File: src/rtl/us_tick_pkg.sv
package us_tick_pkg;
  localparam int unsigned ADDR_COUNT  = 32'h10;
  localparam int unsigned ADDR_RATIO  = 32'h14;
  localparam int unsigned ADDR_FREEZE = 32'h4C;
  // reset ratio 1/12: fields hold value minus one
  localparam int unsigned RST_DIVIDEND = 0;
  localparam int unsigned RST_DIVISOR  = 11;
endpackage

File: src/rtl/us_tick_regs.sv
module us_tick_regs
  import us_tick_pkg::*;
#(
  parameter int unsigned FRAC_W = 8,
  parameter int unsigned CNT_W  = 32,
  parameter int unsigned ADDR_W = 8
) (
  input  logic              clk_i,
  input  logic              rst_ni,
  input  logic              wr_en_i,
  input  logic [ADDR_W-1:0] addr_i,
  input  logic [31:0]       wdata_i,
  input  logic [CNT_W-1:0]  cnt_i,
  output logic [FRAC_W-1:0] dvd_o,
  output logic [FRAC_W-1:0] dvs_o,
  output logic              frz_en_o,
  output logic              ratio_wr_o,
  output logic [31:0]       rdata_o
);
  localparam logic [ADDR_W-1:0] A_CNT   = ADDR_W'(ADDR_COUNT);
  localparam logic [ADDR_W-1:0] A_RATIO = ADDR_W'(ADDR_RATIO);
  localparam logic [ADDR_W-1:0] A_FRZ   = ADDR_W'(ADDR_FREEZE);

  logic [FRAC_W-1:0] dvd_q, dvs_q;
  logic              frz_q;
  logic              frz_wr;
  logic              unused_wdata;

  assign ratio_wr_o   = wr_en_i && (addr_i == A_RATIO);
  assign frz_wr       = wr_en_i && (addr_i == A_FRZ);
  assign unused_wdata = ^wdata_i;

  always_ff @(posedge clk_i or negedge rst_ni) begin
    if (!rst_ni) begin
      dvd_q <= FRAC_W'(RST_DIVIDEND);
      dvs_q <= FRAC_W'(RST_DIVISOR);
      frz_q <= 1'b0;
    end else begin
      if (ratio_wr_o) begin
        dvs_q <= wdata_i[FRAC_W-1:0];
        dvd_q <= wdata_i[2*FRAC_W-1:FRAC_W];
      end
      if (frz_wr) frz_q <= wdata_i[0];
    end
  end

  always_comb begin
    rdata_o = '0;
    if (addr_i == A_RATIO) begin
      rdata_o[FRAC_W-1:0]        = dvs_q;
      rdata_o[2*FRAC_W-1:FRAC_W] = dvd_q;
    end else if (addr_i == A_CNT) begin
      rdata_o[CNT_W-1:0] = cnt_i;
    end else if (addr_i == A_FRZ) begin
      rdata_o[0] = frz_q;
    end
  end

  assign dvd_o    = dvd_q;
  assign dvs_o    = dvs_q;
  assign frz_en_o = frz_q;
endmodule

File: src/rtl/us_tick_frac.sv
module us_tick_frac #(
  parameter int unsigned FRAC_W = 8
) (
  input  logic              clk_i,
  input  logic              rst_ni,
  input  logic              run_i,
  input  logic              clr_i,
  input  logic [FRAC_W-1:0] dvd_i,
  input  logic [FRAC_W-1:0] dvs_i,
  output logic              wrap_o,
  output logic [FRAC_W:0]   acc_o
);
  localparam int unsigned ACC_W = FRAC_W + 1;
  localparam int unsigned SUM_W = FRAC_W + 2;

  logic [ACC_W-1:0] acc_q;
  logic [SUM_W-1:0] sum, modulus, nxt;
  logic             reach;

  assign sum     = SUM_W'(acc_q) + SUM_W'(dvd_i) + SUM_W'(1);
  assign modulus = SUM_W'(dvs_i) + SUM_W'(1);
  assign reach   = sum >= modulus;
  assign nxt     = reach ? sum - modulus : sum;
  assign wrap_o  = run_i && !clr_i && reach;

  always_ff @(posedge clk_i or negedge rst_ni) begin
    if (!rst_ni)    acc_q <= '0;
    else if (clr_i) acc_q <= '0;
    else if (run_i) acc_q <= ACC_W'(nxt);
  end

  assign acc_o = acc_q;
endmodule

File: src/rtl/us_tick_count.sv
module us_tick_count #(
  parameter int unsigned CNT_W = 32
) (
  input  logic             clk_i,
  input  logic             rst_ni,
  input  logic             inc_i,
  output logic             tick_o,
  output logic [CNT_W-1:0] cnt_o
);
  logic             tick_q;
  logic [CNT_W-1:0] cnt_q;

  always_ff @(posedge clk_i or negedge rst_ni) begin
    if (!rst_ni) begin
      tick_q <= 1'b0;
      cnt_q  <= '0;
    end else begin
      tick_q <= inc_i;
      if (inc_i) cnt_q <= cnt_q + CNT_W'(1);
    end
  end

  assign tick_o = tick_q;
  assign cnt_o  = cnt_q;
endmodule

File: src/rtl/us_tick_gen.sv
module us_tick_gen #(
  parameter int unsigned FRAC_W = 8,
  parameter int unsigned CNT_W  = 32,
  parameter int unsigned ADDR_W = 8
) (
  input  logic              clk_i,
  input  logic              rst_ni,
  input  logic              wr_en_i,
  input  logic [ADDR_W-1:0] addr_i,
  input  logic [31:0]       wdata_i,
  input  logic              dbg_halt_i,
  output logic [31:0]       rdata_o,
  output logic              tick_o
);
  logic [FRAC_W-1:0] dvd, dvs;
  logic              frz_en, ratio_wr, run, wrap;
  logic [FRAC_W:0]   acc;
  logic [CNT_W-1:0]  cnt;

  assign run = !(frz_en && dbg_halt_i);

  us_tick_regs #(.FRAC_W(FRAC_W), .CNT_W(CNT_W), .ADDR_W(ADDR_W)) u_regs (
    .clk_i      (clk_i),
    .rst_ni     (rst_ni),
    .wr_en_i    (wr_en_i),
    .addr_i     (addr_i),
    .wdata_i    (wdata_i),
    .cnt_i      (cnt),
    .dvd_o      (dvd),
    .dvs_o      (dvs),
    .frz_en_o   (frz_en),
    .ratio_wr_o (ratio_wr),
    .rdata_o    (rdata_o)
  );

  us_tick_frac #(.FRAC_W(FRAC_W)) u_frac (
    .clk_i  (clk_i),
    .rst_ni (rst_ni),
    .run_i  (run),
    .clr_i  (ratio_wr),
    .dvd_i  (dvd),
    .dvs_i  (dvs),
    .wrap_o (wrap),
    .acc_o  (acc)
  );

  us_tick_count #(.CNT_W(CNT_W)) u_count (
    .clk_i  (clk_i),
    .rst_ni (rst_ni),
    .inc_i  (wrap),
    .tick_o (tick_o),
    .cnt_o  (cnt)
  );
endmodule

File: config.mk
export PLATFORM = sky130hd
export DESIGN_NAME = us_tick_gen
export DESIGN_NICKNAME = d
export VERILOG_FILES = /design/src/rtl/us_tick_pkg.sv /design/src/rtl/us_tick_regs.sv /design/src/rtl/us_tick_frac.sv /design/src/rtl/us_tick_count.sv /design/src/rtl/us_tick_gen.sv
export SDC_FILE = /design/constraint.sdc
export NUM_CORES = 1
export LEC_CHECK = 0
export BUFFER_PORTS_ARGS = -buffer_cell sky130_fd_sc_hd__buf_4
export CORE_MARGIN = 2
export CORE_UTILIZATION = 30
export DETAILED_ROUTE_END_ITERATION = 6
export PLACE_DENSITY = 0.57
export REMOVE_ABC_BUFFERS = 1
export SYNTH_ARGS = -nofsm -noshare
export SYNTH_HDL_FRONTEND = slang
export SYNTH_HIERARCHICAL = 1
export SYNTH_SLANG_ARGS = --single-unit
File: constraint.sdc
create_clock -name clk_i -period 13.1 [get_ports clk_i]
set_input_delay 1.965 -clock clk_i [delete_from_list [all_inputs] [get_ports clk_i]]
set_output_delay 1.965 -clock clk_i [all_outputs]
set_load 0.05 [all_outputs]
==> summary.txt <==
Internal = 0.5541 mW
RSZ-0062 raised after global routing = no
Switching Fraction = 36.29%
TritonRoute pass-1 iters = 4
fin area = 0.004812 mm^2
hold_ws = 0.4693 ns
multi-input combinational cell area = 0.002302 mm^2
Ant. Diodes = 0
Slew HR = 35.05%
Yosys reg bits = 59
Filler cells = 1,265
TritonCTS clock tree = built
Syn-to-layout area delta = 22.80%
Max H-tree Level = 3
clk root buf = clkbuf_16
vias in the first global route = 3,083
antenna viol nets, final = 0
Worst Path Arrival = 3.93 ns
routed length per instance = 14.99 um
CP Max Fanout = 31
part of the power in registers = 29.0%
Tot Pwr = 0.8697 mW
Core Region = 0.01267 mm^2
worst vdd ir = 66.93 uV
crit share post-route = 45.03%
Buf+Inv Stages, Crit Path = 2
die area = 0.01399 mm^2
IO Pins = 77
Initial Util = 30.93%
WP depth = 5
Clock Tree Buf Depth = 2
Hold Fails Final Rpt = 0
1st-iter DRT viols = 151
clk sink count = 59
WS Path Type = primary input to output pin
Final Max Tran Viols = 0
fmax = 0.1695 GHz
proportion of layout cells with a drive suffix above 1 = 26.24%
routed via count = 3,067
GPL Wtd Cong = 0.7888
first-pass GRT wire length = 15,320 um
die height = 118.3 um
slowest CP cell = and3b_1
pwr dens = 180.7 mW/mm^2
ys async rst share = 100.0%
Placed Area = 0.004504 mm^2
hold path cells = 1
Seq/Total Area, Yosys = 37.77%
commonest non-fill, non-tap cells in the layout = buf_4 (60), dfrtp_1 (56), xnor2_1 (26)
largest net degree at the start of global routing = 60
clk_skew = 0.009315 ns
most used cell, CP = buf_4
Top Family by Delay on Critical Path = simple AND/OR/NAND/NOR gates
Reg area = 0.001480 mm^2
Synth Flop Type = dfrtp_1
# resized after CTS = 0
final wirelength = 9201 um
DRC viols = 0
clk_lat worst skew = 0.32 ns
fin crit period = 5.899 ns
synthesized cell area = 0.003919 mm^2
Num CTS Buffers = 9
row count = 41
Total Routing Usage GR = 13.54%
Req. time, crit path = 11.14 ns
crit-path cells = buf_4 -> nor4_4 -> and3b_1 -> a22o_1 -> buf_4
Clock power frac = 28.1%
Hold WC Path Type = flip-flop to flip-flop
Synth cell types = 68
yosys warns = 6
final net count = 504
CP endpoint kind = output pin
final setup fails = 0
Synth Instances = 378
EDFF count, synth = 0
CTS Hold Bufs = 0
net switching power = 0.3156 mW
DP Wirelength = 7021 um
initial antenna violation count = 0
clock-pin slew on the worst setup and hold paths = 0.05 ns
R2R cell count = 15
postcts setup bufs = 0
vias per cell = 4.995
die width = 118.3 um
total grt overflow = 0
synthesized area per cell = 10.37 um^2
Fin Setup TNS = 0 ns
commonest non-fill, non-tap cell in the layout = buf_4
critical path's largest stage delay = 0.88 ns
status = completed
Slew @ Worst Pin = 0.9742 ns
max cap viols = 0
leak pwr = 2.207 nW
number of I/O port buffers = 60
Combinational Power Share = 42.9%
fin util = 37.98%
Setup crit start kind = primary input
routing by layer:
metal | vias up | part of all wire, % | GRT usage, % | wire length [um]
met3 | 13 | 3.4 | 3.041 | 316
met4 | 0 | 1.6 | 4.443 | 146
li1 | 1510 | - | - | -
met2 | 64 | 50 | 23.66 | 4629
met5 | - | 0 | 0 | 0
met1 | 1480 | 45 | 16.38 | 4109
power by group through the flow:
| stage | logic, mW | clock network [mW] | registers, mW |
|---|---|---|---|
| global placement | 0.360 | 0 | 0.254 |
| detailed placement | 0.370 | 0 | 0.255 |
| floorplan | 0.294 | 0 | 0.249 |
| finish | 0.373 | 0.244 | 0.252 |
| CTS | 0.373 | 0.251 | 0.253 |
| global route | 0.419 | 0.259 | 0.257 |
flip-flops by register name, indices dropped and copies added (netlist names):
| name | count |
|---|---|
| u_count/cnt_o | 32 |
| u_regs/dvd_o | 8 |
| u_frac/acc_o | 9 |
| u_regs/dvs_o | 8 |
| u_count/tick_o | 1 |
| u_regs/frz_en_o | 1 |
synthesized netlist by cell type (all sizes together), types with 2 or more instances:
cell type  count  area, um^2
nor2b          4       25.02
mux2          18       236.5
a211oi         2       20.02
nor3           9       45.04
o311ai         2       17.52
buf            6       60.06
or3            3       18.77
a22o          15       131.4
xor2          19       166.4
a2111oi        2       17.52
o21ai          7       35.03
a221oi         2       17.52
nor2          20       75.07
nand2         22       87.58
ha            20       250.2
and4           4       36.29
and2          19       118.9
or2            2       12.51
inv           15       56.30
or4            3       30.03
nor4           8       77.57
fa             2       40.04
dfrtp         56        1401
a21oi          7       50.05
clkbuf         5       20.01
and3           9       56.30
o21a           2       15.01
xnor2         26       227.7
nor3b          2       20.02
nand4         16       130.1
nand3         23       115.1
nand2b         3       18.77
nand3b         2       15.01
a311oi         4       53.80
dfstp          3       78.83
o221ai         2       23.77
logic make-up (layout without fill, tap and decap cells):
family | after synthesis | in the layout | share of synthesized area (%)
and+or+nand+nor | 153 | 153 | 23.43
DFF | 59 | 59 | 37.77
AOI/OAI and AO/OA | 55 | 55 | 11.81
xor gates and xnor gates | 45 | 45 | 10.06
buffers and inverters | 26 | 90 | 3.480
adders and majority gates | 22 | 22 | 7.407
muxes | 18 | 18 | 6.035
worst reg2reg max path: cells and delay by family (launching register included):
family                     cells  cell delay, ns
AOI/OAI and AO/OA              4            1.04
xor gates and xnor gates       2            0.38
adders and majority gates      2            0.75
DFF                            1            0.42
and+or+nand+nor                7            2.48
through the flow:
step	instances	setup slack (ns)
after floorplan	367	7.619
after global placement	599	7.205
after detailed placement	599	7.181
after CTS	614	7.177
after global routing	614	7.044
final	614	7.201
layout make-up:
cell class,count,share of cell area (%)
sequential,59,30.76
clock buffer,10,4.758
inverter,15,1.170
timing repair buffer,60,9.360
clock inverter,5,1.638
multi-input combinational,293,47.84
tap,172,4.472
worst paths after layout:
path,start,slack (ns),to
min reg2reg,u_count/cnt_o[31]$_DFFE_PN0P_,0.47,u_count/cnt_o[31]$_DFFE_PN0P_
min in group asynchronous,rst_ni,1.71,u_count/cnt_o[23]$_DFFE_PN0P_
min,u_count/cnt_o[31]$_DFFE_PN0P_,0.47,u_count/cnt_o[31]$_DFFE_PN0P_
max reg2reg,u_regs/dvd_o[2]$_DFFE_PN0P_,7.90,u_count/cnt_o[27]$_DFFE_PN0P_
max in group asynchronous,rst_ni,10.90,u_frac/acc_o[5]$_DFFE_PN0P_
max,addr_i[1],7.20,rdata_o[14]
Note: power is estimated with default switching activity, not from simulation.
